[config.mk]
export PLATFORM = sky130hd
export DESIGN_NAME = bip8_err_counter
export DESIGN_NICKNAME = d
export VERILOG_FILES = /design/src/rtl/bip8_pkg.sv /design/src/rtl/bip8_accum.sv /design/src/rtl/bip8_compare.sv /design/src/rtl/bip8_sat_counter.sv /design/src/rtl/bip8_err_counter.sv
export SDC_FILE = /design/constraint.sdc
export NUM_CORES = 1
export LEC_CHECK = 0
export ABC_AREA = 1
export BUFFER_PORTS_ARGS = -buffer_cell sky130_fd_sc_hd__buf_4
export CORE_ASPECT_RATIO = 2
export CORE_MARGIN = 2
export CORE_UTILIZATION = 33
export DETAILED_ROUTE_END_ITERATION = 16
export PLACE_DENSITY = 0.49
export SLEW_MARGIN = 20
export SYNTH_ARGS = -nofsm -noshare
export SYNTH_HDL_FRONTEND = slang
export SYNTH_SLANG_ARGS = --single-unit
[constraint.sdc]
create_clock -name clk -period 8.39 [get_ports clk]
set_input_delay 1.678 -clock clk [delete_from_list [all_inputs] [get_ports clk]]
set_output_delay 1.678 -clock clk [all_outputs]
set_load 0.05 [all_outputs]
[src/rtl/bip8_pkg.sv]
package bip8_pkg;
  localparam int unsigned BIP_W = 8;
  localparam int unsigned INC_W = $clog2(BIP_W + 1);

  typedef enum logic {CNT_BITS = 1'b0, CNT_FRAMES = 1'b1} cnt_mode_e;

  // fold one byte into the running interleaved parity
  function automatic logic [BIP_W-1:0] bip_fold(input logic [BIP_W-1:0] acc,
                                                input logic [BIP_W-1:0] b);
    return acc ^ b;
  endfunction

  // number of set bits in a parity difference
  function automatic logic [INC_W-1:0] bit_weight(input logic [BIP_W-1:0] v);
    logic [INC_W-1:0] n;
    n = '0;
    for (int i = 0; i < int'(BIP_W); i++) n = n + INC_W'(v[i]);
    return n;
  endfunction

  // errors a single parity byte contributes under the selected mode
  function automatic logic [INC_W-1:0] err_weight(input logic [BIP_W-1:0] diff,
                                                  input cnt_mode_e m);
    if (m == CNT_FRAMES) return INC_W'(|diff);
    return bit_weight(diff);
  endfunction
endpackage

[src/rtl/bip8_accum.sv]
module bip8_accum
  import bip8_pkg::*;
(
  input  logic             clk,
  input  logic             rst_n,
  input  logic [BIP_W-1:0] byte_in,
  input  logic             byte_vld,
  input  logic             frame_sof,
  input  logic             cov_en,
  output logic [BIP_W-1:0] ref_par,
  output logic             ref_valid
);
  logic [BIP_W-1:0] acc_q;
  logic             seen_q;
  logic             take_w;
  logic             sof_w;
  logic [BIP_W-1:0] seed_w;

  assign take_w = byte_vld && cov_en;
  assign sof_w  = byte_vld && frame_sof;
  assign seed_w = take_w ? byte_in : '0;

  always_ff @(posedge clk) begin
    if (!rst_n) begin
      acc_q     <= '0;
      ref_par   <= '0;
      seen_q    <= 1'b0;
      ref_valid <= 1'b0;
    end else if (sof_w) begin
      ref_par   <= acc_q;
      ref_valid <= seen_q;
      seen_q    <= 1'b1;
      acc_q     <= seed_w;
    end else if (take_w) begin
      acc_q <= bip_fold(acc_q, byte_in);
    end
  end
endmodule

[src/rtl/bip8_compare.sv]
module bip8_compare
  import bip8_pkg::*;
(
  input  logic             clk,
  input  logic             rst_n,
  input  logic [BIP_W-1:0] byte_in,
  input  logic             byte_vld,
  input  logic             par_pos,
  input  logic             mode_block,
  input  logic [BIP_W-1:0] ref_par,
  input  logic             ref_valid,
  output logic [INC_W-1:0] err_inc,
  output logic             err_pulse
);
  logic             chk_w;
  logic [BIP_W-1:0] diff_w;
  cnt_mode_e        mode_w;

  assign chk_w  = byte_vld && par_pos && ref_valid;
  assign diff_w = chk_w ? (byte_in ^ ref_par) : '0;
  assign mode_w = cnt_mode_e'(mode_block);

  always_comb err_inc = err_weight(diff_w, mode_w);

  always_ff @(posedge clk) begin
    if (!rst_n) err_pulse <= 1'b0;
    else        err_pulse <= |diff_w;
  end
endmodule

[src/rtl/bip8_sat_counter.sv]
module bip8_sat_counter
  import bip8_pkg::*;
#(
  parameter int unsigned CNT_W = 20
) (
  input  logic             clk,
  input  logic             rst_n,
  input  logic [INC_W-1:0] err_inc,
  input  logic             rd_clr,
  output logic [CNT_W-1:0] count
);
  localparam logic [CNT_W:0] CAP = {1'b0, {CNT_W{1'b1}}};

  logic [CNT_W:0]   base_w;
  logic [CNT_W:0]   sum_w;
  logic [CNT_W-1:0] next_w;

  assign base_w = rd_clr ? '0 : {1'b0, count};
  assign sum_w  = base_w + (CNT_W+1)'(err_inc);
  assign next_w = (sum_w > CAP) ? CAP[CNT_W-1:0] : sum_w[CNT_W-1:0];

  always_ff @(posedge clk) begin
    if (!rst_n) count <= '0;
    else        count <= next_w;
  end
endmodule

[src/rtl/bip8_err_counter.sv]
module bip8_err_counter
  import bip8_pkg::*;
#(
  parameter int unsigned CNT_W = 20
) (
  input  logic             clk,
  input  logic             rst_n,
  input  logic [7:0]       byte_in,
  input  logic             byte_vld,
  input  logic             frame_sof,
  input  logic             cov_en,
  input  logic             par_pos,
  input  logic             mode_block,
  input  logic             rd_clr,
  output logic [CNT_W-1:0] err_count,
  output logic             err_pulse
);
  logic [BIP_W-1:0] ref_par_w;
  logic             ref_valid_w;
  logic [INC_W-1:0] inc_w;

  bip8_accum u_accum (
    .clk      (clk),
    .rst_n    (rst_n),
    .byte_in  (byte_in),
    .byte_vld (byte_vld),
    .frame_sof(frame_sof),
    .cov_en   (cov_en),
    .ref_par  (ref_par_w),
    .ref_valid(ref_valid_w)
  );

  bip8_compare u_cmp (
    .clk       (clk),
    .rst_n     (rst_n),
    .byte_in   (byte_in),
    .byte_vld  (byte_vld),
    .par_pos   (par_pos),
    .mode_block(mode_block),
    .ref_par   (ref_par_w),
    .ref_valid (ref_valid_w),
    .err_inc   (inc_w),
    .err_pulse (err_pulse)
  );

  bip8_sat_counter #(.CNT_W(CNT_W)) u_cnt (
    .clk    (clk),
    .rst_n  (rst_n),
    .err_inc(inc_w),
    .rd_clr (rd_clr),
    .count  (err_count)
  );
endmodule

# [Word level (Yosys, flattened, before mapping)]
# Index checks and enable logic that the tools add are counted.
[word_totals] latch_bits=0 mem_bits_rw=0 regBits=39 mem_bits_ro=0 mem_count=0 out_inout_bits=21
[classes] bitwise=2 reduce_logical=6 shifts=0 div_mod_pow=0 addsub=8 mul=0 muxes=9 magnitude_cmp=1 eq_ne=0
[ops] cell="two-way mux 20 bit" count=2
[ops] cell="two-way mux 8 bit" count=4
[ops] cell="adder 4 x 1 -> 4 bit" count=6
[ops] cell="adder 21 x 4 -> 21 bit" count=1
[ops] cell="> comparator 21 x 20 -> 1 bit, second input constant" count=1
[ops] cell="XOR 8 bit" count=2
[ops] cell="two-way mux 4 bit" count=2
[ops] cell="OR reduction 8 bit" count=1
[ops] cell="logical AND 1 bit" count=4
[ops] cell="adder 1 x 1 -> 2 bit" count=1
[ops] cell="nonzero test 2 bit" count=1
[ops] cell="two-way mux 1 bit" count=1

# [Depth between registers and ports, before layout]
[depth] depth_word=14 depth_mapped=23 depth_no_buf=23

# [By module]
# From an unflattened synthesis, not the netlist that was laid out.
[unflattened] cells_unflattened=388 area_unflattened_um2=2703.8
[modules_own_cells] module="bip8_sat_counter" area_each_um2=1540.2 n_inst=1 cells_each=213 seq_area_each_um2=400.4
[modules_own_cells] module="bip8_accum" area_each_um2=738.2 n_inst=1 cells_each=100 seq_area_each_um2=360.3
[modules_own_cells] module="bip8_compare" area_each_um2=425.4 n_inst=1 cells_each=75 seq_area_each_um2=20.0

# [Worst setup path before layout]
# OpenSTA, ideal clock, no wires.
[synth_timing] path_kind="input port to flip-flop" startpoint="in byte_in[0]" endpoint="reg u_cnt.count[14]" arrival_ns=5.686 path_buffers=1 setup_ns=0.069 path_slack_ns=2.635 path_stages=20 path_cell_list="or2_2 a21oi_1 ha_1 inv_1 fa_1 inv_1 fa_1 inv_1 fa_1 fa_1 xor2_1 nor2_1 ha_1 nand3_1 nand2_1 nand2_2 nor2_4 nand4_4 buf_6 a21oi_2"
[synth_between] elab_chain_len=13 word_cells_on_any_way=15 classes_between="8 x add/sub; 1 x order compare; 4 x mux; 1 x bitwise; 1 x reduce/logical"
[synth_rtl] element="from (decl)" line="bip8_err_counter.sv:8" text="input logic [7:0] byte_in,"
[synth_rtl] element="XOR 8 bit *" line="bip8_compare.sv:20" text="assign diff_w = chk_w ? (byte_in ^ ref_par) : '0;"
[synth_rtl] element="two-way mux 8 bit *" line="bip8_compare.sv:20"
[synth_rtl] element="adder 1 x 1 -> 2 bit" line="bip8_pkg.sv:17" text="for (int i = 0; i < int'(BIP_W); i++) n = n + INC_W'(v[i]);"
[synth_rtl] element="adder 4 x 1 -> 4 bit (6 in a row)" line="bip8_pkg.sv:17"
[synth_rtl] element="two-way mux 4 bit *" line="bip8_pkg.sv:25" text="return bit_weight(diff);"
[synth_rtl] element="adder 21 x 4 -> 21 bit *" line="bip8_sat_counter.sv:19" text="assign sum_w = base_w + (CNT_W+1)'(err_inc);"
[synth_rtl] element="> comparator 21 x 20 -> 1 bit" line="bip8_sat_counter.sv:20" text="assign next_w = (sum_w > CAP) ? CAP[CNT_W-1:0] : sum_w[CNT_W-1:0];"
[synth_rtl] element="two-way mux 20 bit *" line="bip8_sat_counter.sv:20"
[synth_rtl] element="to (signal assigned)" line="bip8_sat_counter.sv:24" text="else count <= next_w;"
[synth_rtl] element="to (decl)" line="bip8_sat_counter.sv:10" text="output logic [CNT_W-1:0] count"
# Every way passes the cells marked *; elsewhere a longest branch is shown, timed or not. The select of a mux whose other input is x is not followed.
# A chain may end at the register's enable or synchronous reset.

# [Worst setup path in the final report]
[layout_timing] startpoint="in byte_in[0]" endpoint="reg u_cnt.count[19]"
# Same word-level chain as after synthesis.

==> results_dict.tcl <==
set metrics [dict create \
    run_status "complete, no violations" \
    tightestPinTransition_ns 0.693 \
    critical_path_peak_fanout 19 \
    antenna_violations_before_repair 0 \
    cpMaxStageDelayCell "sky130_fd_sc_hd__fa_1" \
    core-area_sq_um 7320 \
    drive_gt1_frac 0.193 \
    synthesis.nets 383 \
    grt_pass1_vias 2109 \
    critPathTopFamily "adder cells" \
    wirelength_mm 5.98 \
    clock_sinks 39 \
    routed-via-count 2234 \
    design.portCount 37 \
    synth-edff-count 0 \
    worst_hold_startpoint "u_accum.ref_par[5]" \
    synth-seq-area-share 0.312 \
    postSynth.asyncResetShare 0 \
    cellPowerDensity_nw_per_um2 151 \
    postSynth.topFlopCell "sky130_fd_sc_hd__dfxtp_1" \
    p_leak_nw 1.32 \
    total_clock_buffers_created_by_cts 5 \
    slew_headroom 0.535 \
    maxCapViolations 0 \
    count_of_final_setup_violators 0 \
    post-cts-setup-buffers 0 \
    design.die.area_sq_um 8330 \
    first_pass_grt_wire_length_mm 10.1 \
    critPathBufInv 5 \
    worst-endpoint-arrival_ns 6.18 \
    dp_hpwl_mm 4.67 \
    deepest_clock_path_buffer_count 2 \
    max_clock_freq_mhz 168 \
    cts-resized-gates 0 \
    die_h_microns 127 \
    rsz0062_at_grt "no" \
    synthesis.yosys.warnings 0 \
    num-nets-final 417 \
    clock_insertion_delay_worst_skew_ns 0.29 \
    deepest_level_of_the_cts_h_tree 2 \
    route.detailed.vias_per_inst 4.65 \
    register_area_sq_um 781 \
    report.final.slew_viol_count 0 \
    synthToLayoutAreaGrowth_pct 18.9 \
    critPathLaunchType "input pin" \
    drc 0 \
    ir_worst_vdd_uv 97.6 \
    timing.hold.worst.class "reg2reg" \
    start_util 0.341 \
    period_share 0.708 \
    wire_per_inst_microns 12.5 \
    filler_cell_count 805 \
    reg2reg_from "u_accum.ref_par[0]" \
    hold_buffers 0 \
    cp_slowest_stage_delay_ns 0.53 \
    final_antenna_net_count 0 \
    grt_start_max_net_pins 27 \
    detail_route.first_pass.iterations 4 \
    worst_ep_required_time_ns 8.63 \
    report.final.hold_viol_count 0 \
    critical_path_class "in2reg" \
    layout.cells.non_filler 480 \
    fin_crit_ns 5.94 \
    finClkSkew_ns 0.00965 \
    gp_congestion 0.861 \
    grt_usage 0.161 \
    crit_path_cell_trace "buf_4, or2_2, a21oi_1, ha_1, inv_1, fa_1, inv_1, fa_1, inv_1, fa_1, fa_1, xor2_1, nor2_1, ha_1, nand3_1, nand2_1, nand2_2, nor2_4, nand4_4, nand3_1, nand2_1, inv_1" \
    root_buffer "sky130_fd_sc_hd__clkbuf_16" \
    synth.lib_cells_used.distinct 31 \
    endpoint_kind "register" \
    critPathLaunch "byte_in[0]" \
    antenna-diode-count 0 \
    commonest_non_fill_non_tap_cells_in_the_layout "sky130_fd_sc_hd__nand2_1 (69), sky130_fd_sc_hd__inv_1 (55), sky130_fd_sc_hd__nor2_1 (40), sky130_fd_sc_hd__dfxtp_1 (39), sky130_fd_sc_hd__buf_4 (36)" \
    die_width_microns 65.5 \
    final_common_cell "sky130_fd_sc_hd__nand2_1" \
    postSynthRegisterBits 39 \
    place.port_buffers 36 \
    core.rowCount 44 \
    grt.overflow.total 0 \
    detailedRoute.firstIterationViolations 101 \
    cts_tree "yes" \
    setup_tns_final_ns 0 \
    synth.cell_area_sq_um 2500 \
    clock_input_transition_at_the_sequential_cells_of_the_worst_setup_and_hold_paths_ns 0.06 \
    placed_cells_incl_taps 473 \
    post_synth.cell_area_avg_sq_um 7.06 \
    post_synth_inst_count 354 \
    multiInputGateArea_sq_um 1430 \
]
## metrics by stage
stage	total power, mW	utilization	setup slack [ns]	hold slack (ns)	area, sq um
after detailed placement	0.236	0.384	2.13	0.466	2810
final	0.448	0.406	2.45	0.471	2970
after floorplan	0.223	-	2.64	0.435	2500
after global placement	0.236	0.384	2.20	0.455	2810
after CTS	0.456	0.406	2.42	0.477	2970
after global routing	0.465	0.406	2.00	0.492	2970
## synth_stat cells, drive strengths merged, types with 6 or more instances
master | number | area [sq um]
nor3 | 12 | 70.1
nand4 | 6 | 52.6
nand2 | 76 | 303
a21oi | 29 | 183
dfxtp | 39 | 781
o21ai | 18 | 90.1
inv | 57 | 216
ha | 8 | 100
xor2 | 8 | 70.1
nand3 | 28 | 158
nor2 | 46 | 208
## worst paths after layout
kind | slack (ns) | to | cells after the start
worst max-delay path | 2.45 | u_cnt.count[19] | 22
worst min-delay path | 0.47 | u_accum.ref_par[5] | 2
worst max register to register | 3.62 | u_cnt.count[19] | 22
worst min register to register | 0.47 | u_accum.ref_par[5] | 2
## worst register-to-register path, cell delays in order, from the launching register on
cell and delay (ns):
sky130_fd_sc_hd__dfxtp_1 0.30, sky130_fd_sc_hd__inv_1 0.05, sky130_fd_sc_hd__or2_2 0.27, sky130_fd_sc_hd__a21oi_1 0.18, sky130_fd_sc_hd__ha_1 0.16, sky130_fd_sc_hd__inv_1 0.05
sky130_fd_sc_hd__fa_1 0.52, sky130_fd_sc_hd__inv_1 0.05, sky130_fd_sc_hd__fa_1 0.53, sky130_fd_sc_hd__inv_1 0.05, sky130_fd_sc_hd__fa_1 0.45, sky130_fd_sc_hd__fa_1 0.39
sky130_fd_sc_hd__xor2_1 0.13, sky130_fd_sc_hd__nor2_1 0.06, sky130_fd_sc_hd__ha_1 0.34, sky130_fd_sc_hd__nand3_1 0.09, sky130_fd_sc_hd__nand2_1 0.18, sky130_fd_sc_hd__nand2_2 0.11
sky130_fd_sc_hd__nor2_4 0.13, sky130_fd_sc_hd__nand4_4 0.35, sky130_fd_sc_hd__nand3_1 0.22, sky130_fd_sc_hd__nand2_1 0.06, sky130_fd_sc_hd__inv_1 0.05
## cell families (layout without fill, tap and decap cells)
kind of cell	after synthesis	after routing	synth area share
xor+xnor	13	13	0.0456
compound gates	48	48	0.112
flops	39	39	0.312
simple gates	174	174	0.332
buf+inv	67	101	0.117
fa+ha+maj	13	13	0.0801
## routing by layer
layer / global-route usage / vias to the layer above / part of all wire
met5: 0 / - / 0
met4: 0.0919 / 0 / 0.039
met3: 0.0308 / 15 / 0.035
met2: 0.293 / 45 / 0.56
met1: 0.164 / 993 / 0.37
li1: - / 1181 / -
## registers in the layout, summed over array words and instances (netlist names)
| register | count |
|---|---|
| u_cnt.count | 20 |
| u_accum.acc_q | 8 |
| u_accum.ref_par | 8 |
| u_accum.ref_valid | 1 |
| u_accum.seen_q | 1 |
| u_cmp.err_pulse | 1 |
## where the power goes
| group | switching [mW] | total, mW | leakage, nW | internal, mW |
|---|---|---|---|---|
| clock | 0.0775 | 0.216 | 0.0769 | 0.139 |
| combinational | 0.0248 | 0.0381 | 0.924 | 0.0133 |
| sequential | 0.00230 | 0.193 | 0.317 | 0.191 |
| total | 0.105 | 0.448 | 1.32 | 0.343 |
## cell type report
class,instances,share of cell area
Multi-Input combinational cell,248,0.480
Sequential cell,39,0.263
Timing Repair Buffer,36,0.0910
Inverter,58,0.0741
Clock buffer,6,0.0434
Tap cell,92,0.0388
Clock inverter,1,0.0101
Note: power is estimated with default switching activity, not from simulation.
